## config.mk

```make
export PLATFORM = sky130hd
export DESIGN_NAME = atomic_rmw_ctrl
export DESIGN_NICKNAME = d
export VERILOG_FILES = /design/src/rtl/atomic_rmw_pkg.sv /design/src/rtl/rmw_line_alu.sv /design/src/rtl/rmw_sequencer.sv /design/src/rtl/rmw_snoop_gate.sv /design/src/rtl/atomic_rmw_ctrl.sv
export SDC_FILE = /design/constraint.sdc
export NUM_CORES = 1
export LEC_CHECK = 0
export CAP_MARGIN = 5
export CORE_ASPECT_RATIO = 2
export CORE_UTILIZATION = 45
export DETAILED_ROUTE_END_ITERATION = 10
export PLACE_DENSITY = 0.78
export SLEW_MARGIN = 20
export SYNTH_ARGS = -nofsm -noshare
export SYNTH_HDL_FRONTEND = slang
export SYNTH_SLANG_ARGS = --single-unit
export TNS_END_PERCENT = 1
```

## constraint.sdc

```tcl
create_clock -name clk -period 7.4 [get_ports clk]
set_clock_uncertainty 0.2 [all_clocks]
set_input_delay 1.11 -clock clk [delete_from_list [all_inputs] [get_ports clk]]
set_output_delay 1.11 -clock clk [all_outputs]
set_load 0.03 [all_outputs]
```

## src/rtl/atomic_rmw_pkg.sv

```systemverilog
package atomic_rmw_pkg;
  localparam logic [1:0] OP_ADD  = 2'd0;
  localparam logic [1:0] OP_XCHG = 2'd1;
  localparam logic [1:0] OP_CAS  = 2'd2;

  typedef enum logic [2:0] {
    S_IDLE, S_SBWAIT, S_OWN, S_READ, S_MODIFY, S_WRITE
  } rmw_state_e;
endpackage

```

## src/rtl/rmw_line_alu.sv

```systemverilog
module rmw_line_alu #(
  parameter int LINE_BYTES = 16,
  parameter int DATA_BYTES = 4,
  localparam int LINE_W = LINE_BYTES * 8,
  localparam int DW     = DATA_BYTES * 8,
  localparam int OFF_W  = $clog2(LINE_BYTES)
) (
  input  logic [1:0]        op,
  input  logic [OFF_W-1:0]  off,
  input  logic [DW-1:0]     opa,
  input  logic [DW-1:0]     opb,
  input  logic [LINE_W-1:0] line_in,
  output logic [DW-1:0]     old_val,
  output logic [LINE_W-1:0] line_out,
  output logic              do_write
);
  import atomic_rmw_pkg::*;

  logic [LINE_W-1:0] shifted, mask, insert;
  logic [DW-1:0]     new_val;

  always_comb begin
    shifted = line_in >> {off, 3'b000};
    old_val = shifted[DW-1:0];
    case (op)
      OP_ADD:  begin new_val = old_val + opa; do_write = 1'b1; end
      OP_XCHG: begin new_val = opa;           do_write = 1'b1; end
      OP_CAS:  begin
        do_write = (old_val == opb);
        new_val  = do_write ? opa : old_val;
      end
      default: begin new_val = old_val; do_write = 1'b0; end
    endcase
    mask     = {{(LINE_W-DW){1'b0}}, {DW{1'b1}}} << {off, 3'b000};
    insert   = {{(LINE_W-DW){1'b0}}, new_val} << {off, 3'b000};
    line_out = (line_in & ~mask) | insert;
  end
endmodule

```

## src/rtl/rmw_sequencer.sv

```systemverilog
module rmw_sequencer #(
  parameter int ADDR_W     = 16,
  parameter int LINE_BYTES = 16,
  parameter int DATA_BYTES = 4,
  localparam int LINE_W = LINE_BYTES * 8,
  localparam int DW     = DATA_BYTES * 8,
  localparam int OFF_W  = $clog2(LINE_BYTES),
  localparam int TAG_W  = ADDR_W - OFF_W
) (
  input  logic              clk,
  input  logic              rst,
  input  logic              req_valid,
  output logic              req_ready,
  input  logic [1:0]        req_op,
  input  logic [ADDR_W-1:0] req_addr,
  input  logic [DW-1:0]     req_opa,
  input  logic [DW-1:0]     req_opb,
  input  logic              sb_empty,
  input  logic              own_gnt,
  input  logic              defer_busy,
  input  logic [DW-1:0]     alu_old,
  input  logic [LINE_W-1:0] alu_line,
  input  logic              alu_write,
  output logic [1:0]        op_q,
  output logic [OFF_W-1:0]  off_q,
  output logic [DW-1:0]     opa_q,
  output logic [DW-1:0]     opb_q,
  output logic [TAG_W-1:0]  line_q,
  output logic              lock_q,
  output logic              own_req,
  output logic              cache_rd_en,
  output logic              cache_wr_en,
  output logic [LINE_W-1:0] cache_wdata,
  output logic              rsp_valid,
  output logic              rsp_err,
  output logic              rsp_ok,
  output logic [DW-1:0]     rsp_old
);
  import atomic_rmw_pkg::*;

  rmw_state_e       st;
  logic [OFF_W:0]   end_byte;
  logic             reject;

  assign req_ready = (st == S_IDLE) && !defer_busy;
  assign end_byte  = {1'b0, req_addr[OFF_W-1:0]} + (OFF_W+1)'(DATA_BYTES);
  assign reject    = (end_byte > (OFF_W+1)'(LINE_BYTES)) || (req_op == 2'd3);

  always_ff @(posedge clk) begin
    if (rst) begin
      st          <= S_IDLE;
      op_q        <= '0;
      off_q       <= '0;
      opa_q       <= '0;
      opb_q       <= '0;
      line_q      <= '0;
      lock_q      <= 1'b0;
      own_req     <= 1'b0;
      cache_rd_en <= 1'b0;
      cache_wr_en <= 1'b0;
      cache_wdata <= '0;
      rsp_valid   <= 1'b0;
      rsp_err     <= 1'b0;
      rsp_ok      <= 1'b0;
      rsp_old     <= '0;
    end else begin
      rsp_valid   <= 1'b0;
      cache_rd_en <= 1'b0;
      cache_wr_en <= 1'b0;
      unique case (st)
        S_IDLE: if (req_valid && req_ready) begin
          op_q   <= req_op;
          off_q  <= req_addr[OFF_W-1:0];
          line_q <= req_addr[ADDR_W-1:OFF_W];
          opa_q  <= req_opa;
          opb_q  <= req_opb;
          if (reject) begin
            rsp_valid <= 1'b1;
            rsp_err   <= 1'b1;
            rsp_ok    <= 1'b0;
            rsp_old   <= '0;
          end else begin
            st <= S_SBWAIT;
          end
        end
        S_SBWAIT: if (sb_empty) begin
          lock_q  <= 1'b1;
          own_req <= 1'b1;
          st      <= S_OWN;
        end
        S_OWN: if (own_gnt) begin
          own_req     <= 1'b0;
          cache_rd_en <= 1'b1;
          st          <= S_READ;
        end
        S_READ: st <= S_MODIFY;
        S_MODIFY: begin
          cache_wdata <= alu_line;
          cache_wr_en <= alu_write;
          rsp_old     <= alu_old;
          rsp_ok      <= alu_write;
          st          <= S_WRITE;
        end
        S_WRITE: begin
          lock_q    <= 1'b0;
          rsp_valid <= 1'b1;
          rsp_err   <= 1'b0;
          st        <= S_IDLE;
        end
        default: st <= S_IDLE;
      endcase
    end
  end
endmodule

```

## src/rtl/rmw_snoop_gate.sv

```systemverilog
module rmw_snoop_gate #(
  parameter int TAG_W     = 12,
  parameter int LINE_W    = 128,
  parameter int DEFER_MAX = 4,
  localparam int CNT_W = $clog2(DEFER_MAX + 1)
) (
  input  logic              clk,
  input  logic              rst,
  input  logic              snp_valid,
  input  logic [TAG_W-1:0]  snp_line,
  input  logic              lock_q,
  input  logic [TAG_W-1:0]  lock_line,
  input  logic [LINE_W-1:0] final_line,
  output logic              defer_busy,
  output logic              snp_rsp_valid,
  output logic [TAG_W-1:0]  snp_rsp_line,
  output logic              snp_rsp_dvld,
  output logic [LINE_W-1:0] snp_rsp_data
);
  logic [CNT_W-1:0] pend;
  logic             hit;

  assign hit        = lock_q && (snp_line == lock_line);
  assign defer_busy = (pend != '0);

  always_ff @(posedge clk) begin
    if (rst) begin
      pend          <= '0;
      snp_rsp_valid <= 1'b0;
      snp_rsp_line  <= '0;
      snp_rsp_dvld  <= 1'b0;
      snp_rsp_data  <= '0;
    end else begin
      snp_rsp_valid <= 1'b0;
      if (snp_valid) begin
        if (hit) begin
          pend <= pend + CNT_W'(1);
        end else begin
          snp_rsp_valid <= 1'b1;
          snp_rsp_line  <= snp_line;
          snp_rsp_dvld  <= 1'b0;
          snp_rsp_data  <= '0;
        end
      end else if (defer_busy && !lock_q) begin
        snp_rsp_valid <= 1'b1;
        snp_rsp_line  <= lock_line;
        snp_rsp_dvld  <= 1'b1;
        snp_rsp_data  <= final_line;
        pend          <= pend - CNT_W'(1);
      end
    end
  end
endmodule

```

## src/rtl/atomic_rmw_ctrl.sv

```systemverilog
module atomic_rmw_ctrl #(
  parameter int ADDR_W     = 16,
  parameter int LINE_BYTES = 16,
  parameter int DATA_BYTES = 4,
  parameter int DEFER_MAX  = 4,
  localparam int LINE_W = LINE_BYTES * 8,
  localparam int DW     = DATA_BYTES * 8,
  localparam int OFF_W  = $clog2(LINE_BYTES),
  localparam int TAG_W  = ADDR_W - OFF_W
) (
  input  logic              clk,
  input  logic              rst,
  input  logic              req_valid,
  output logic              req_ready,
  input  logic [1:0]        req_op,
  input  logic [ADDR_W-1:0] req_addr,
  input  logic [DW-1:0]     req_opa,
  input  logic [DW-1:0]     req_opb,
  output logic              rsp_valid,
  output logic              rsp_err,
  output logic              rsp_ok,
  output logic [DW-1:0]     rsp_old,
  input  logic              sb_empty,
  output logic              own_req,
  output logic [TAG_W-1:0]  own_line,
  input  logic              own_gnt,
  output logic              cache_rd_en,
  output logic              cache_wr_en,
  output logic [TAG_W-1:0]  cache_line,
  output logic [LINE_W-1:0] cache_wdata,
  input  logic [LINE_W-1:0] cache_rdata,
  input  logic              snp_valid,
  input  logic [TAG_W-1:0]  snp_line,
  output logic              snp_rsp_valid,
  output logic [TAG_W-1:0]  snp_rsp_line,
  output logic              snp_rsp_dvld,
  output logic [LINE_W-1:0] snp_rsp_data
);
  logic [1:0]        op_q;
  logic [OFF_W-1:0]  off_q;
  logic [DW-1:0]     opa_q, opb_q, alu_old;
  logic [TAG_W-1:0]  lock_line;
  logic              lock_q, defer_busy, alu_write;
  logic [LINE_W-1:0] alu_line;

  assign own_line   = lock_line;
  assign cache_line = lock_line;

  rmw_sequencer #(.ADDR_W(ADDR_W), .LINE_BYTES(LINE_BYTES), .DATA_BYTES(DATA_BYTES)) u_seq (
    .clk(clk), .rst(rst), .req_valid(req_valid), .req_ready(req_ready),
    .req_op(req_op), .req_addr(req_addr), .req_opa(req_opa), .req_opb(req_opb),
    .sb_empty(sb_empty), .own_gnt(own_gnt), .defer_busy(defer_busy),
    .alu_old(alu_old), .alu_line(alu_line), .alu_write(alu_write),
    .op_q(op_q), .off_q(off_q), .opa_q(opa_q), .opb_q(opb_q), .line_q(lock_line),
    .lock_q(lock_q), .own_req(own_req), .cache_rd_en(cache_rd_en),
    .cache_wr_en(cache_wr_en), .cache_wdata(cache_wdata),
    .rsp_valid(rsp_valid), .rsp_err(rsp_err), .rsp_ok(rsp_ok), .rsp_old(rsp_old)
  );

  rmw_line_alu #(.LINE_BYTES(LINE_BYTES), .DATA_BYTES(DATA_BYTES)) u_alu (
    .op(op_q), .off(off_q), .opa(opa_q), .opb(opb_q), .line_in(cache_rdata),
    .old_val(alu_old), .line_out(alu_line), .do_write(alu_write)
  );

  rmw_snoop_gate #(.TAG_W(TAG_W), .LINE_W(LINE_W), .DEFER_MAX(DEFER_MAX)) u_gate (
    .clk(clk), .rst(rst), .snp_valid(snp_valid), .snp_line(snp_line),
    .lock_q(lock_q), .lock_line(lock_line), .final_line(cache_wdata),
    .defer_busy(defer_busy), .snp_rsp_valid(snp_rsp_valid),
    .snp_rsp_line(snp_rsp_line), .snp_rsp_dvld(snp_rsp_dvld),
    .snp_rsp_data(snp_rsp_data)
  );
endmodule

```

==> results of run 1 <==
[through the flow]
step / setup slack [ps] / TNS, ps / hold slack (ps) / instances
after floorplan: 1520 / 0 / 245 / 2857
after global placement: -227 / -2290 / 254 / 4145
after detailed placement: -204 / -1850 / 258 / 4145
after CTS: 348 / 0 / 267 / 4212
[cell usage after synthesis (all sizes together) (45+ instances only)]
cell type,instances
o22ai,48
xnor2,47
nor2,317
clkbuf,180
dfxtp,397
nand2,331
mux2i,154
nor3,47
a221oi,50
a22oi,178
a21oi,270
buf,80
a211oi,45
o21ai,147
[cell families after synthesis]
family,share of synthesized area [%]
buffers and inverters,5.75
XOR/XNOR,2.52
multiplexers,10.5
AO/OA/AOI/OAI,28.4
AND/OR/NAND/NOR,17.2
adder cells (fa/ha/maj),1.92
flip-flops,33.7
[layer usage]
layer | GRT usage, % | overflow
met4 | 64.9 | 23
met2 | 86.7 | 16
met1 | 62.1 | 1
met3 | 32.8 | 0
met5 | 1.39 | 0
==> impl_metrics.ini, run 1 <==
[run_status]
status = stopped before the end
stop_stage = global routing
error = [ERROR GRT-0116] Global routing finished with congestion. Check the congestion regions in the DRC Viewer.

[placed_design]
place_area_um2 = 31500
port_buffers = 560
gp_congestion = 1.14
dp_hpwl_um = 117000

[synthesis]
yosys_warnings = 0
synth_ff_type = dfxtp_1
yosysUniqueCellTypes = 111
synth.largest_area_cell = dfxtp_1
syn-cell-area_um2 = 23600
async_flop_share_pct = 0
synthesis.nets = 3120
synth_area_per_cell_um2 = 8.26
ys_ff_latch = 397
synth_edf_count = 0
yosysSeqAreaShare_pct = 33.7
syn_inst = 2857
synth_top_area_share_pct = 33.7
synth_area_leaders = dfxtp_1 34%, mux2i_1 6.4%, a21oi_1 5.7%

[floorplan]
die_w_um = 164
fp-row-count = 118
fp.dieH_um = 326
ios = 561
start_util_pct = 45.6

[global_routing]
grt_pass1_wl_um = 235000
grt.total_usage_pct = 61.7
grt-ovfl-total = 40
grt_pass1_vias = 30700
grt_max_degree = 118

[clock_tree]
numCtsBuffers = 37
clockBufferDepth = 3
cts_root_buf = clkbuf_16
cts-resized-gates = 0
cts.htree.levels = 2
post_cts_buffers = 0
clock-sinks = 397
hold_buffers = 0
==> inputs of run 2 (changes only) <==
Settings changed: CORE_ASPECT_RATIO 2 to unset, CORE_UTILIZATION 45 to 30, PLACE_DENSITY 0.78 to unset, PLACE_DENSITY_LB_ADDON set to 0.15.
==> run 2 against run 1 <==
The run now ends clean. Synthesized area did not move. Synthesized cell count did not move.
==> impl_metrics.ini, run 2 <==
[floorplan]
coreArea_um2 = 77700
ios = 561
die_w_um = 283
fp.dieH_um = 283
start_util_pct = 30.4
dieArea_um2 = 79800
fp-row-count = 102

[synthesis]
yosysSeqAreaShare_pct = 33.7
async_flop_share_pct = 0
synth_edf_count = 0
yosysUniqueCellTypes = 111
syn-cell-area_um2 = 23600
yosys_warnings = 0
synth_common_cells = 397 x dfxtp_1, 330 x nand2_1, 315 x nor2_1
syn_inst = 2857
synth_area_per_cell_um2 = 8.26
ys_ff_latch = 397
synth_top_area_share_pct = 33.7
synth_ff_type = dfxtp_1
synth.largest_area_cell = dfxtp_1
synth_area_leaders = dfxtp_1 34%, mux2i_1 6.4%, a21oi_1 5.7%
synthesis.nets = 3120
yosysMostFrequentCell = dfxtp_1

[global_routing]
grt.total_usage_pct = 38.2
grt_pass1_wl_um = 213000
grt_pass1_vias = 26200
grt_max_degree = 155
antenna_found_initial = 10
grt-ovfl-total = 0

[clock_tree]
cts_root_buf = clkbuf_16
numCtsBuffers = 48
post_cts_buffers = 0
hold_buffers = 0
path_clk_slew_ps = 60
cts_tree = built
clockBufferDepth = 3
clkLatencyLatePin_ps = 630
cts-resized-gates = 0
cts.htree.levels = 2
clock-sinks = 397

[route]
ant_nets = 0
drc = 0
vias = 28000
viasPerCell = 5.97
drt_iter0_markers = 3436
drtPass1Iterations = 8
wl_per_cell_um = 33.5
wirelength_um = 157000

[placed_design]
dp_hpwl_um = 125000
dp_cells = 4603
place_area_um2 = 32800
port_buffers = 560
gp_congestion = 1.07

[power]
leakage_nw = 12.8
ir_worst_vdd_uv = 175
powerDensity_nw_per_um2 = 309

[timing]
max_slew.worst_pin.slew_ps = 1210
final_max_slew_viol_count = 0
relSlewSlack_pct = 19.1
post-route-min-period_ps = 6840
rsz0062_at_grt = no
final.setup.tns_ps = 0
finalCritPeriodShare_pct = 92.5
whs_ps = 261
hold_viol = 0
setup_viol = 0
fmax_mhz = 146

[final_layout]
n_fill_cell = 7680
final_cell_mix = 559 x clkdlybuf4s50_1, 393 x dfxtp_1, 377 x buf_4, 327 x nand2_1, 313 x nor2_1
layout_commonest_cell = clkdlybuf4s50_1
nNetsFinal = 3876
fin_area_um2 = 34400
drive_gt1_share_pct = 17.6
finalNonFillerCells = 4691
largestRegisters = u_gate.snp_rsp_data x128, u_seq.cache_wdata x128
syn_to_final_growth_pct = 45.5

[worst_hold_path]
hp-class = reg -> reg

[worst_setup_path]
timing_worst_setup_path_type = reg -> reg
endpoint_kind = register
cp.required_ps = 7670
arrival_ps = 7110
start_kind = register
cp_max_fo = 30

[run_status]
status = finished clean

[job]
drv_cap = 0
[run 2: cell counts after synthesis]
Identical to the previous run, type by type.
[run 2: power breakdown]
group,switching [W],internal (W),leakage [nW],total [W]
registers,0.000168,0.00224,3.22,0.00241
logic,0.00361,0.00215,8.81,0.00576
clock network,0.00104,0.00140,0.782,0.00243
[run 2: final timing paths]
path / slack [ps] / depth (start not counted) / endpoint / startpoint
worst max register to register: 560 / 20 / u_seq.cache_wdata[124] / u_seq.off_q[2]
worst min register to register: 260 / 2 / u_seq.rsp_ok / u_seq.rsp_ok
worst min-delay path: 260 / 2 / u_seq.rsp_ok / u_seq.rsp_ok
worst max-delay path: 560 / 20 / u_seq.cache_wdata[124] / u_seq.off_q[2]
[run 2: worst max-delay path, stage by stage, from the launching register on]
cell and delay [ps]:
dfxtp_2 710, buf_4 550, mux2i_1 550, mux2i_1 170, mux2i_1 280, buf_4 180, a21oi_1 60, buf_4 170
ha_1 350, a21oi_1 130, o21ai_0 130, a221o_1 360, o211ai_1 280, a31oi_1 200, a2111oi_0 540, or3_1 190
a21boi_0 80, or4_1 740, mux2_2 440, mux2i_4 220, o32ai_1 110
[run 2: cell families (layout without fill, tap and decap cells)]
logic type | count (synthesis) | after routing | share of synthesized area [%]
other | 0 | 5 | 0
multiplexers | 208 | 208 | 10.5
XOR/XNOR | 68 | 68 | 2.52
AO/OA/AOI/OAI | 981 | 981 | 28.4
flip-flops | 397 | 397 | 33.7
adder cells (fa/ha/maj) | 35 | 35 | 1.92
buffers and inverters | 284 | 1073 | 5.75
AND/OR/NAND/NOR | 884 | 884 | 17.2
[run 2: final cells by class]
type                    count  area (um2)  share of cell area, %
clock inverters            19         220                  0.641
well taps                1040        1300                   3.79
flip-flops and latches    397        7960                   23.2
repair buffers            966        9020                   26.3
inverters                  24        91.3                  0.266
multi-input cells        2176       14400                   41.9
clock buffers              64        1360                   3.97
diodes                      5        12.5                 0.0364
[run 2: per-stage QoR]
| step | total power, W | worst slack, ps | util [%] |
|---|---|---|---|
| floorplan | 0.00481 | 1520 | - |
| global placement | 0.00800 | -38.7 | 42.1 |
| detailed placement | 0.00798 | 128 | 42.2 |
| CTS | 0.0104 | 744 | 44.2 |
| global route | 0.0108 | 367 | 44.2 |
| finish | 0.0106 | 559 | 44.2 |
[run 2: per-layer routing]
layer  wire length, um  vias up  global-route usage, %  part of all wire, %
li1                  -    12100                      -                    -
met1             63800    13800                   49.1                   41
met2             67900     1674                   57.9                   43
met3             15200      387                   9.34                  9.7
met4             10300       14                   22.0                  6.5
met5                83        -                      0                0.053
Power figures use the tool's default switching activity.
==> inputs of run 3 (changes only) <==
Settings changed: PLACE_DENSITY_LB_ADDON 0.15 to 0.1.
Clock period 7.4 ns to 5.5 ns, I/O delays scaled along.
==> run 3 against run 2 <==
Hold slack lost 1.3 ps. Power grew 45%. Cell count grew 7.0%. Largest power group unchanged. The run now ends with setup timing left. Sequential cell count is the same. Utilization grew 4.8 points. Critical path depth grew 1. Design area grew 11%. Clock power grew 32%. Highest routed layer unchanged. Via count grew 4.4%. Sequential share of layout area shrank 2.2 points. Fmax grew 22%.
==> impl_metrics.ini, run 3 (synthesized netlist as in run 2, its figures left out) <==
[route]
wl_per_cell_um = 32.3
vias = 29300
drtPass1Iterations = 6
wirelength_um = 162000
ant_nets = 0
drt_iter0_markers = 2904
drc = 0
viasPerCell = 5.83

[floorplan]
dieArea_um2 = 79800
die_w_um = 283
ios = 561
start_util_pct = 30.4
coreArea_um2 = 77700
fp.dieH_um = 283
fp-row-count = 102

[power]
switching_share_pct = 44.6
p_comb_share_pct = 58.2
ir_worst_vdd_uv = 264
p_seq_share_pct = 21.0
powerDensity_nw_per_um2 = 405
clock_power_share_pct = 20.8
p_sw_w = 0.00686
leakage_nw = 14.8
power.internal_w = 0.00853
power_w = 0.0154

[final_layout]
drive_gt1_share_pct = 27.2
final_cell_mix = 669 x buf_4, 539 x clkdlybuf4s50_1, 393 x dfxtp_1, 324 x nand2_1, 315 x nor2_1
syn_to_final_growth_pct = 61.2
nNetsFinal = 4207
utilization_pct = 49.0
largestRegisters = u_gate.snp_rsp_data x128, u_seq.cache_wdata x128
layout_commonest_cell = buf_4

[global_routing]
grt_pass1_wl_um = 219000
antenna_found_initial = 9
grt-ovfl-total = 0
grt.total_usage_pct = 39.0
grt_max_degree = 180
grt_pass1_vias = 27700

[timing]
relSlewSlack_pct = 6.49
hold_viol = 0
fmax_mhz = 178
rsz0062_at_grt = yes
post-route-min-period_ps = 5600
finalCritPeriodShare_pct = 102
setup_viol = 32
final_max_slew_viol_count = 0
max_slew.worst_pin.slew_ps = 1400
fin_ws_ps = -104

[worst_setup_path]
crit_start = u_seq.off_q[0]
cp_max_fo = 7
timing_worst_setup_path_type = reg -> reg
arrival_ps = 5870
endpoint_kind = register
r2r_start = u_seq.off_q[0]
cp.required_ps = 5770
start_kind = register

[clock_tree]
numCtsBuffers = 47
cts.htree.levels = 2
clock-sinks = 397
clkLatencyLatePin_ps = 620
clockBufferDepth = 3
hold_buffers = 0
path_clk_slew_ps = 70
cts_tree = built
cts_root_buf = clkbuf_16

[worst_hold_path]
hp-class = reg -> reg
hp-start = u_seq.rsp_ok

[placed_design]
pre_cts_ws_ps = -1680
gp_congestion = 1.08
dp_hpwl_um = 130000
port_buffers = 560

[run_status]
status = finished with violations
violations = setup timing

[job]
drv_cap = 0
[run 3: cell types whose count changed in the layout (fill, tap and decap cells not counted), sizes merged, moves of 4 or more]
cell / before / now
clkbuf: 64 / 70
dlygate4sd2: 0 / 6
buf: 407 / 736
dlymetal6s2s: 0 / 14
clkdlybuf4s50: 559 / 539
inv: 23 / 27
clkinv: 16 / 10
[run 3: what timing repair did]
item                                    CTS  global route
endpoints found under the setup margin  119           121
setup buffers                            10            30
cloned                                    0             3
pin swaps                                43            47
gates resized for setup                 113           128
[run 3: worst max-delay path, stage by stage, from the launching register on]
cell and delay (ps):
dfxtp_4 460, buf_4 160, buf_4 100, or3b_4 460, o22ai_2 400, a211oi_2 90
nand2_1 90, buf_4 160, ha_1 260, and4_1 210, o311a_1 410, buf_6 150
o21ai_4 140, a21oi_2 70, o21a_1 210, or3_4 380, a32oi_4 270, o31ai_4 170
mux2_4 340, a222oi_1 390, buf_4 240, o31ai_2 70
[run 3: layer usage]
metal	up-vias	wire, um	GRT usage [%]
li1	12800	-	-
met1	14500	67700	51.3
met2	1606	70300	59.5
met3	330	14600	9.14
met4	6	9410	19.5
met5	-	35	0
[run 3: worst paths after layout]
kind	end	cells past startpoint	slack [ps]
setup / recovery	u_seq.cache_wdata[99]	21	-100
hold / removal	u_seq.rsp_ok	2	260
setup reg to reg	u_seq.cache_wdata[99]	21	-100
hold reg to reg	u_seq.rsp_ok	2	260
[run 3: power by group through the flow]
stage	clock [W]	sequential, W	combinational, W
2_1_floorplan	0	0.00327	0.00321
4_1_cts	0.00325	0.00322	0.00834
3_5_place_dp	0	0.00329	0.00799
5_1_grt	0.00335	0.00324	0.00916
3_3_place_gp	0	0.00329	0.00800
6_report	0.00320	0.00323	0.00896
[run 3: per-stage QoR]
stage / setup TNS, ps / instance area [um2] / hold WS (ps) / instances
2_1_floorplan: -38.7 / 23600 / 245 / 2857
3_3_place_gp: -155270 / 35000 / 250 / 4895
3_5_place_dp: -147740 / 35000 / 255 / 4895
4_1_cts: -409 / 37100 / 263 / 4987
5_1_grt: -7620 / 38000 / 286 / 5019
6_report: -1160 / 38100 / 260 / 5021
[run 3: area by class of cell]
cell class	instances	area, um2
diodes	2	5.00
clock buffers	67	1340
clock inverters	17	191
fillers	7478	39700
inverters	24	96.3
multi-input cells	2176	15300
flip-flops and latches	397	7960
well taps	1040	1300
repair buffers	1298	11900
